--- src/rtl/agu_pkg.sv ---
package agu_pkg;
  typedef enum logic [1:0] {
    MODE_LIN  = 2'd0,
    MODE_CIRC = 2'd1,
    MODE_BREV = 2'd2,
    MODE_HOLD = 2'd3
  } agu_mode_e;
endpackage

--- src/rtl/agu_regfile.sv ---
module agu_regfile #(
  parameter int AW    = 16,
  parameter int NAREG = 8,
  parameter int NBLK  = 4,
  localparam int IW   = $clog2(NAREG),
  localparam int BW   = $clog2(NBLK)
) (
  input  logic          clk,
  input  logic          rst_n,
  input  logic [IW-1:0] rd_idx,
  input  logic [BW-1:0] rd_bsel,
  output logic [AW-1:0] rd_addr,
  output logic [AW-1:0] rd_bsize,
  input  logic          upd_en,
  input  logic [AW-1:0] upd_data,
  input  logic          wr_en,
  input  logic          wr_blk,
  input  logic [IW-1:0] wr_idx,
  input  logic [AW-1:0] wr_data
);
  logic [AW-1:0] areg_q [NAREG];
  logic [AW-1:0] areg_d [NAREG];
  logic [AW-1:0] breg_q [NBLK];
  logic [AW-1:0] breg_d [NBLK];
  logic          a_we, b_we;

  assign rd_addr  = areg_q[rd_idx];
  assign rd_bsize = breg_q[rd_bsel];
  assign a_we     = upd_en | (wr_en & ~wr_blk);
  assign b_we     = wr_en & wr_blk;

  always_comb begin
    for (int i = 0; i < NAREG; i++) areg_d[i] = areg_q[i];
    for (int i = 0; i < NBLK; i++)  breg_d[i] = breg_q[i];
    if (upd_en) areg_d[rd_idx] = upd_data;
    if (wr_en && !wr_blk) areg_d[wr_idx] = wr_data;
    if (wr_en && wr_blk) breg_d[wr_idx[BW-1:0]] = wr_data;
  end

  always_ff @(posedge clk or negedge rst_n) begin
    if (!rst_n) begin
      for (int i = 0; i < NAREG; i++) areg_q[i] <= '0;
    end else if (a_we) begin
      for (int i = 0; i < NAREG; i++) areg_q[i] <= areg_d[i];
    end
  end

  always_ff @(posedge clk or negedge rst_n) begin
    if (!rst_n) begin
      for (int i = 0; i < NBLK; i++) breg_q[i] <= '0;
    end else if (b_we) begin
      for (int i = 0; i < NBLK; i++) breg_q[i] <= breg_d[i];
    end
  end


  wr_wins_chk: assert property (@(posedge clk) disable iff (!rst_n)
    (wr_en && !wr_blk) |=> areg_q[$past(wr_idx)] == $past(wr_data));


  upd_commit_chk: assert property (@(posedge clk) disable iff (!rst_n)
    (upd_en && !(wr_en && !wr_blk && wr_idx == rd_idx))
      |=> areg_q[$past(rd_idx)] == $past(upd_data));
endmodule

--- src/rtl/agu_circ.sv ---
module agu_circ #(
  parameter int AW = 16,
  localparam int EW = AW + 2
) (
  input  logic [AW-1:0] addr,
  input  logic [AW-1:0] step,
  input  logic [AW-1:0] bsize,
  output logic [AW-1:0] res
);
  logic [EW-1:0] sum, ext_b;
  logic          neg_step;

  assign neg_step = step[AW-1];
  assign ext_b    = {2'b00, bsize};
  assign sum      = {2'b00, addr} + {{2{step[AW-1]}}, step};

  always_comb begin
    res = sum[AW-1:0];
    if (!neg_step) begin
      if (sum >= ext_b) res = AW'(sum - ext_b);
    end else begin
      if (sum[EW-1]) res = AW'(sum + ext_b);
    end
  end
endmodule

--- src/rtl/agu_brev.sv ---
module agu_brev #(
  parameter int AW = 16,
  localparam int PW = $clog2(AW)
) (
  input  logic [AW-1:0] addr,
  input  logic [AW-1:0] step,
  input  logic [PW-1:0] pos,
  output logic [AW-1:0] res
);
  logic [AW-1:0] field_mask, fwd, sum, back;

  function automatic logic [AW-1:0] mirror(input logic [AW-1:0] x,
                                           input logic [PW-1:0] p);
    logic [AW-1:0] r;
    logic [PW-1:0] j;
    r = '0;
    for (int i = 0; i < AW; i++) begin
      j = p - PW'(i);
      if (PW'(i) <= p) r[i] = x[j];
    end
    return r;
  endfunction

  always_comb begin
    for (int i = 0; i < AW; i++) field_mask[i] = (PW'(i) <= pos);
  end

  assign fwd  = mirror(addr, pos);
  assign sum  = fwd + step;
  assign back = mirror(sum, pos);
  assign res  = (addr & ~field_mask) | (back & field_mask);
endmodule

--- src/rtl/addr_gen_unit.sv ---
module addr_gen_unit #(
  parameter int AW    = 16,
  parameter int NAREG = 8,
  parameter int NBLK  = 4,
  localparam int IW   = $clog2(NAREG),
  localparam int BW   = $clog2(NBLK),
  localparam int PW   = $clog2(AW)
) (
  input  logic          clk,
  input  logic          rst_n,
  input  logic          upd_valid,
  input  logic [IW-1:0] upd_idx,
  input  logic [1:0]    upd_mode,
  input  logic [AW-1:0] upd_step,
  input  logic [BW-1:0] upd_bsel,
  input  logic [PW-1:0] upd_brpos,
  input  logic          wr_en,
  input  logic          wr_blk,
  input  logic [IW-1:0] wr_idx,
  input  logic [AW-1:0] wr_data,
  output logic [AW-1:0] ea_out,
  output logic [AW-1:0] next_out
);
  import agu_pkg::*;

  logic          rst_meta_q, rst_sync_q;
  logic [AW-1:0] cur_addr, cur_bsize, circ_res, brev_res, lin_res;
  agu_mode_e     mode;

  always_ff @(posedge clk or negedge rst_n) begin
    if (!rst_n) begin
      rst_meta_q <= 1'b0;
      rst_sync_q <= 1'b0;
    end else begin
      rst_meta_q <= 1'b1;
      rst_sync_q <= rst_meta_q;
    end
  end

  agu_regfile #(.AW(AW), .NAREG(NAREG), .NBLK(NBLK)) u_regs (
    .clk      (clk),
    .rst_n    (rst_sync_q),
    .rd_idx   (upd_idx),
    .rd_bsel  (upd_bsel),
    .rd_addr  (cur_addr),
    .rd_bsize (cur_bsize),
    .upd_en   (upd_valid),
    .upd_data (next_out),
    .wr_en    (wr_en),
    .wr_blk   (wr_blk),
    .wr_idx   (wr_idx),
    .wr_data  (wr_data)
  );

  agu_circ #(.AW(AW)) u_circ (
    .addr  (cur_addr),
    .step  (upd_step),
    .bsize (cur_bsize),
    .res   (circ_res)
  );

  agu_brev #(.AW(AW)) u_brev (
    .addr (cur_addr),
    .step (upd_step),
    .pos  (upd_brpos),
    .res  (brev_res)
  );

  assign mode    = agu_mode_e'(upd_mode);
  assign lin_res = cur_addr + upd_step;
  assign ea_out  = cur_addr;

  always_comb begin
    unique case (mode)
      MODE_LIN:  next_out = lin_res;
      MODE_CIRC: next_out = circ_res;
      MODE_BREV: next_out = brev_res;
      default:   next_out = cur_addr;
    endcase
  end


  circ_in_block_chk: assert property (@(posedge clk) disable iff (!rst_sync_q)
    (upd_valid && upd_mode == 2'd1 && cur_bsize != '0 && ea_out < cur_bsize &&
     (upd_step[AW-1] ? AW'(-upd_step) : upd_step) < cur_bsize)
      |-> next_out < cur_bsize);


  brev_upper_chk: assert property (@(posedge clk) disable iff (!rst_sync_q)
    (upd_valid && upd_mode == 2'd2)
      |-> (next_out >> ({1'b0, upd_brpos} + 5'd1)) == (ea_out >> ({1'b0, upd_brpos} + 5'd1)));
endmodule

--- config.mk ---
export PLATFORM = sky130hd
export DESIGN_NAME = addr_gen_unit
export DESIGN_NICKNAME = d
export VERILOG_FILES = /design/src/rtl/agu_pkg.sv /design/src/rtl/agu_regfile.sv /design/src/rtl/agu_circ.sv /design/src/rtl/agu_brev.sv /design/src/rtl/addr_gen_unit.sv
export SDC_FILE = /design/constraint.sdc
export NUM_CORES = 1
export LEC_CHECK = 0
export BUFFER_PORTS_ARGS = -buffer_cell sky130_fd_sc_hd__buf_2
export CORE_MARGIN = 5
export CORE_UTILIZATION = 55
export CTS_CLUSTER_SIZE = 16
export DETAILED_ROUTE_END_ITERATION = 12
export PLACE_DENSITY = 0.76
export SLEW_MARGIN = 25
export SYNTH_ARGS = -nofsm -noshare
export SYNTH_HDL_FRONTEND = slang
export SYNTH_SLANG_ARGS = --single-unit
--- constraint.sdc ---
create_clock -name clk -period 6.7 [get_ports clk]
set_input_delay 0.335 -clock clk [delete_from_list [all_inputs] [get_ports clk]]
set_output_delay 0.335 -clock clk [all_outputs]
set_load 0.05 [all_outputs]
==> results of run 1 <==
[stage by stage]
stage	util (%)	setup WS (ns)	hold slack, ns
5_1_grt	66.73	-0.1228	0.1365
2_1_floorplan	-	0.005316	0.03941
3_3_place_gp	63.16	-0.1277	0.1201
4_1_cts	65.34	0.008222	0.1343
6_report	66.73	-0.007939	0.1431
3_5_place_dp	63.19	-0.2413	0.1231
[logic make-up after synthesis]
kind of cell             share of synthesized area, %
XOR/XNOR                                        2.271
adder cells (fa/ha/maj)                         6.292
flip-flops                                      29.27
other                                         0.02261
AO/OA/AOI/OAI                                   27.26
buffers and inverters                           4.670
multiplexers                                    12.91
AND/OR/NAND/NOR                                 17.31
[registers in the layout (all words and copies together), names as in the netlist]
| register | cells |
|---|---|
| u_regs.breg_q | 64 |
| rst_sync_q | 1 |
| u_regs.areg_q | 128 |
| rst_meta_q | 1 |
[report_power, final]
| part | switching (mW) | leakage, nW | total [mW] | internal (mW) |
|---|---|---|---|---|
| registers | 0.230 | 2.33 | 1.76 | 1.53 |
| clock network | 0.493 | 0.272 | 1.02 | 0.526 |
| logic | 3.15 | 6.03 | 5.34 | 2.19 |
[critical path, delay by kind of cell, from the launching register on]
| family | cells | cell delay, ns |
|---|---|---|
| mux | 3 | 1.16 |
| fa+ha+maj | 2 | 0.72 |
| compound gates | 11 | 2.99 |
| simple gates | 3 | 0.35 |
| flops | 1 | 0.41 |
| buf+inv | 2 | 0.20 |
| xor+xnor | 1 | 0.08 |
[cell usage in the layout, fill, tap and decap left out, types with 9 or more instances in the layout]
master     count
o21ai_0      161
or2_2          9
a31o_2        13
or3_1         34
o21a_1        10
xor2_1        14
a211oi_1      19
and3_1        39
a21o_1        26
ha_1          72
and2_1         9
xnor2_1       24
nor2b_1       15
a31oi_1       86
buf_4        212
nor3_1        36
nor3b_1       14
mux2i_1       42
nand3_1       52
mux4_2        34
dfrtp_1      193
nand2b_1      18
o22ai_1       12
clkbuf_16     17
a21oi_1      147
a221oi_1      20
buf_2         73
o211ai_1      12
o31ai_1       23
inv_1         72
mux2_2        80
nor2_1       203
nand2_1      126
a221o_1       10
o31ai_2       12
[metal layers]
| layer | vias up | GRT usage, % |
|---|---|---|
| met5 | - | 0 |
| met4 | 0 | 20.02 |
| met3 | 253 | 8.192 |
| met2 | 1343 | 61.30 |
| met1 | 8788 | 53.35 |
| li1 | 7801 | - |
[Yosys cell counts (all sizes together), types with 39 or more instances]
master and number:
nor2 212, dfrtp 194, o21ai 173, a21oi 152, nand2 129, clkbuf 103, a31oi 90, mux2 83
ha 77, inv 77, nand3 53, mux2i 44, and3 39
[cell type report]
cell class              count  share of cell area (%)
diodes                      1                 0.01262
clock buffers              18                   2.164
clock inverters            14                  0.7571
inverters                  79                   1.546
multi-input cells        1574                   57.50
flip-flops and latches    194                   24.50
well taps                 390                   2.461
repair buffers            302                   11.07
[worst paths after layout]
kind	startpoint	to	slack, ns	cells after the start
worst max-delay path	u_regs.areg_q[97]	next_out[0]	-0.008	22
worst min-delay path	wr_data[8]	u_regs.breg_q[56]	0.14	2
worst max register to register	u_regs.areg_q[97]	u_regs.areg_q[32]	0.49	22
worst min register to register	rst_sync_q	u_regs.breg_q[20]	0.34	0
max in group asynchronous	rst_sync_q	u_regs.areg_q[103]	5.07	1
min in group asynchronous	rst_n	rst_sync_q	0.19	2
[repair_timing]
item                                    CTS  global route
pin swaps                                 1            14
resized for setup                        12            78
endpoints found under the setup margin   15            16
hold buffers                              1             0
buffers inserted                          1            12
hold endpoints to repair                  2             0
==> flow_summary_export.csv, run 1 <==
group,metric,value,unit
yosys,synth.distinct_cells,87,
clock_network,cts_buffers,17,
finish,seqCellArea,4858,um2
yosys,post_synth_inst_count,1970,
setup_path,critical_path_arrival,6.37,ns
placement,placedCellCount,2525,
setup_path,start_kind,"flip-flop",
clock_network,clock-sinks,194,
yosys,synth_area_leaders,"dfrtp_1, ha_1, mux2_2",
clock_network,insertion_delay,0.45,ns
yosys,async_flop_share,100.0,%
routing,top_layer,"met4",
floorplanning,design.core.area,29720,um2
yosys,yosys_register_bits,194,
min_path,hp-class,"primary input to flip-flop",
placement,post-dp-hpwl,51390,um
routing,wl_met2,30160,um
finish,nNetsFinal,2300,
yosys,seq_area_frac_synth,29.27,%
clock_network,clk_pin_slew,0.07,ns
routing,drt_drc_violations_left,0,
global_route,grt_usage,39.76,%
setup_path,cp-end-kind,"output pin",
clock_network,cts_tree,"done",
floorplanning,io_pins,83,
timing,fin_crit_sh,100.1,%
finish,multi_input_area,11400,um2
finish,drive_gt1_share,26.00,%
global_route,grt_pass1_vias,17220,
placement,place_area,18780,um2
routing,vias,18190,
pwr,leakage,8.631,nW
flow_run,cap_viol_max_count,0,
finish,fillers,2469,
yosys,synth_edf_count,0,
yosys,avgSynthCellArea,8.419,um2
timing,hold_viol,0,
global_route,grt_pass1_wl,104000,um
clock_network,clockBufferDepth,2,
timing,timing.final.ws_setup,-0.007939,ns
timing,setup_violations,1,
setup_path,critPathMostFrequentCell,"a21o_1",
placement,io_buffers,82,
global_route,antenna_found_initial,1,
yosys,syn_area,16580,um2
yosys,syn-num-nets,2102,
floorplanning,die_x,183.7,um
routing,first_pass_iters,9,
clock_network,cts-root-buf,"clkbuf_16",
floorplanning,fp.dieH,183.7,um
clock_network,htree_num_levels,4,
timing,relSlewSlack,23.73,%
pwr,finalPower,8.114,mW
finish,finalNonFillerCells,2572,
finish,stdcell_area,19830,um2
setup_path,crit_required,6.36,ns
timing,rsz0062_at_grt,"true",
routing,wl_met1,25960,um
pwr,p_per_area,409.2,nW/um2
timing,setup_tns,-0.007939,ns
floorplanning,start_util,55.81,%
routing,postRouteAntennaNets,0,
yosys,yosys_warnings,0,
routing,vias_per_cell,7.070,
pwr,irDropWorstVdd,0.0003067,V
setup_path,slowest_stage,"mux4_2",
yosys,yosysTopAreaCellShare,29.27,%
timing,slew_violations,0,
routing,drt-total-wl,68420,um
routing,detail_route.wl_per_cell,26.60,um
placement,gp_congestion,1.034,
setup_path,critical_path_class,"flip-flop to output pin",
yosys,yosysTopAreaCell,"dfrtp_1",
outcome,violations,"negative setup slack",
global_route,grt_max_degree,88,
timing,worstMarginPinSlew,1.141,ns
timing,period_needed,6.708,ns
floorplanning,die_area,33730,um2
setup_path,cpPeakStageDelay,0.54,ns
floorplanning,std_cell_rows,63,
timing,skew,0.01028,ns
outcome,outcome,"finished, violations left",
setup_path,path_cells,"mux2_2 -> a221oi_1 -> o22ai_2 -> fa_2 -> a21o_1 -> a221o_1 -> a311o_1 -> o21a_1 -> nor2_2 -> xnor2_2 -> ha_1 -> nor4_1 -> and3_1 -> a31o_2 -> a21o_1 -> a2111o_1 -> o21ai_4 -> mux2_4 -> mux4_2 -> a31oi_4 -> inv_4 -> buf_8",
yosys,dominantRegCellSynth,"dfrtp_1",
setup_path,cp_max_fo,4,
timing,max_freq,0.1491,GHz
routing,drtIter0Drc,2554,
global_route,overflow,0,
routing,dr_wl_met3,8127,um
finish,syn2layout_area_growth,19.58,%
No activity file was read; power rests on OpenSTA's default activity.
==> run 2, diff against run 1 <==
PLACE_DENSITY = 0.75   (was 0.76)
SYNTH_HIERARCHICAL = 1   (was default)
==> run 2 against run 1 <==
Net effect:
- global-route usage is 10 points lower
- critical path depth is 6 lower
- the run now ends clean
- sequential power is 10% higher
- register-to-register slack worse by 0.13 ns
- clock skew is 0.00089 ns lower
- count of clock-buffer cells in the layout is 3 higher
- non-clock buffer count is 80 lower
- synthesized cell count is 14% lower
==> flow_summary_export.csv, run 2 <==
group,metric,value,unit
outcome,outcome,"finished, final reports clean",
yosys,yosysTopAreaCellShare,27.69,%
clock_network,cts_tree,"done",
floorplanning,die_area,35540,um2
pwr,pwr-share-comb,72.3,%
flow_run,cap_viol_max_count,0,
pwr,p_per_area,529.0,nW/um2
routing,detail_route.wl_per_cell,24.45,um
min_path,hp-class,"primary input to asynchronous set/reset pin",
routing,drtIter0Drc,1332,
yosys,synth_top_family_by_area,"multiplexers",
clock_network,clk_pin_slew,0.07,ns
floorplanning,start_util,55.70,%
timing,setup_violations,0,
routing,first_pass_iters,6,
yosys,syn_area,17530,um2
pwr,p_switching,5.172,mW
finish,drive_gt1_share,27.19,%
yosys,yosys.area_share.simple,8.665,%
finish,multi_input_area,12220,um2
timing,hold_viol,0,
floorplanning,fp.dieH,188.5,um
pwr,leakage,9.149,nW
setup_path,crit_required,6.36,ns
clock_network,cts-root-buf,"clkbuf_16",
timing,worstMarginPinSlew,1.009,ns
finish,antennaDiodeCount,0,
finish,seqCellArea,4858,um2
clock_network,htree_num_levels,4,
setup_path,cp-end-kind,"output pin",
routing,vias,14800,
placement,gp_congestion,0.9762,
yosys,yosys_register_bits,194,
setup_path,path_cells,"mux4_2 -> mux2_4 -> mux4_2 -> mux4_2 -> and2_4 -> fa_2 -> a211oi_4 -> o21ai_4 -> a211o_1 -> nand2_2 -> mux2_2 -> a221oi_4 -> nand3_2 -> a221o_1 -> mux4_2 -> buf_2",
setup_path,slowest_stage,"mux4_2",
clock_network,clockBufferDepth,2,
setup_path,start_kind,"flip-flop",
yosys,synth_edf_count,0,
yosys,synth_compound_area_share,14.25,%
timing,rsz0062_at_grt,"true",
routing,drt_drc_violations_left,0,
setup_path,reg2reg_depth,20,
global_route,antenna_found_initial,0,
pwr,seq_power_share,18.3,%
finish,largest_reg_flops,128,
finish,regMostFlops,"u_regs/areg_q",
yosys,yosysTopAreaCell,"dfrtp_1",
yosys,synthAdderAreaFrac,7.351,%
finish,reg_top3,"u_regs/areg_q (128), u_regs/breg_q (64)",
setup_path,critical_path_class,"flip-flop to output pin",
yosys,yosys_warnings,6,
yosys,synth_common_cells,"mux2i_1, dfrtp_1, a21oi_1, ha_1, nand2_1",
placement,io_buffers,82,
timing,hold_ws,0.2132,ns
floorplanning,design.core.area,31470,um2
routing,vias_per_cell,6.680,
timing,slew_violations,0,
yosys,seq_area_frac_synth,27.69,%
floorplanning,std_cell_rows,65,
finish,nNetsFinal,1953,
yosys,synth.distinct_cells,98,
timing,max_freq,0.1515,GHz
finish,final_cell_mix,"mux2i_1, dfrtp_1, buf_4, a21oi_1, ha_1",
timing,period_needed,6.602,ns
finish,syn2layout_area_growth,13.96,%
global_route,grt_max_degree,80,
yosys,synth_area_leaders,"dfrtp_1, mux2i_1, mux4_2",
finish,final_common_cell,"mux2i_1",
setup_path,cpPeakStageDelay,0.59,ns
global_route,grt_usage,29.75,%
pwr,swShare,48.94,%
timing,skew,0.009384,ns
clock_network,clock-sinks,194,
yosys,avgSynthCellArea,10.40,um2
yosys,synth_most_common_cell,"mux2i_1",
yosys,synth_mux_area_share,32.90,%
yosys,async_flop_share,100.0,%
timing,relSlewSlack,32.56,%
floorplanning,io_pins,83,
finish,fillers,2508,
clock_network,insertion_delay,0.43,ns
pwr,intPower,5.397,mW
placement,post-dp-hpwl,39770,um
setup_path,cp_max_fo,8,
yosys,dominantRegCellSynth,"dfrtp_1",
global_route,grt_pass1_vias,14860,
clock_network,cts_buffers,17,
yosys,syn-num-nets,1837,
setup_path,critical_path_arrival,6.27,ns
global_route,overflow,0,
yosys,synth_xor_xnor_area_share,4.175,%
pwr,irDropWorstVdd,0.0003431,V
pwr,pwr-share-clk,9.4,%
timing,fin_crit_sh,98.54,%
routing,drt-total-wl,54160,um
routing,postRouteAntennaNets,0,
global_route,grt_pass1_wl,83930,um
finish,fin_util,63.47,%
yosys,post_synth_inst_count,1686,
floorplanning,die_x,188.5,um
setup_path,critPathMostFrequentCell,"mux4_2",
run 2: layer usage:
metal  vias up  GRT usage, %  part of all wire [%]
met5         -             0                     0
met4         0         11.15                   4.3
met3       171         5.465                   8.6
met2       745         48.82                    46
met1      7295         39.53                    41
li1       6585             -                     -
run 2: through the flow:
| stage | setup slack [ns] | setup TNS [ns] | instances | power [mW] | instance area, um2 |
|---|---|---|---|---|---|
| floorplan | 0.001188 | 0 | 1686 | 7.025 | 17690 |
| global placement | -0.3313 | -11.30 | 2169 | 8.953 | 18980 |
| detailed placement | -0.4211 | -21.73 | 2169 | 9.114 | 18990 |
| CTS | 0.006827 | 0 | 2204 | 10.19 | 19620 |
| global route | -0.04256 | -0.1784 | 2215 | 11.19 | 19980 |
| finish | 0.09764 | 0 | 2215 | 10.57 | 19980 |
run 2: timing repair:
item                       CTS  global route
gates cloned                 0             0
hold buffers                 1             0
resized for setup            9            67
buffers inserted             4             9
hold endpoints to repair     2             0
setup endpoints to repair   17            16
pin swaps                    4            17
run 2: final timing paths:
check | startpoint | endpoint | slack [ns]
worst max-delay path | u_regs/areg_q[18] | next_out[8] | 0.1
worst min-delay path | rst_n | rst_sync_q | 0.21
worst max register to register | u_regs/areg_q[18] | u_regs/areg_q[97] | 0.36
worst min register to register | rst_sync_q | u_regs/breg_q[2] | 0.34
max in group asynchronous | rst_sync_q | u_regs/areg_q[24] | 5.01
min in group clk | wr_data[6] | u_regs/breg_q[38] | 0.22
run 2: cell families after synthesis:
logic type	after synthesis
multiplexers	474
AO/OA/AOI/OAI	349
AND/OR/NAND/NOR	294
flip-flops	194
buffers and inverters	192
adder cells (fa/ha/maj)	100
XOR/XNOR	82
other	1
run 2: area by class of cell:
cell class / count / share of cell area (%)
repair buffers: 222 / 7.904
clock buffers: 21 / 2.255
flip-flops and latches: 194 / 24.32
well taps: 402 / 2.518
inverters: 67 / 1.278
multi-input cells: 1300 / 61.18
clock inverters: 9 / 0.5511
run 2: power groups by stage:
stage               logic (mW)  registers, mW  clock network, mW
floorplan                 5.17           1.86                  0
global placement          7.05           1.91                  0
detailed placement        7.18           1.93                  0
CTS                       7.26           1.92               1.00
global route              8.14           1.99               1.06
finish                    7.65           1.94              0.989
run 2: critical path, delay by kind of cell (launching register included):
kind | cells | cell delay (ns)
simple gates | 3 | 0.45
mux | 6 | 2.81
buf+inv | 1 | 0.26
fa+ha+maj | 1 | 0.38
compound gates | 5 | 1.52
flops | 1 | 0.41
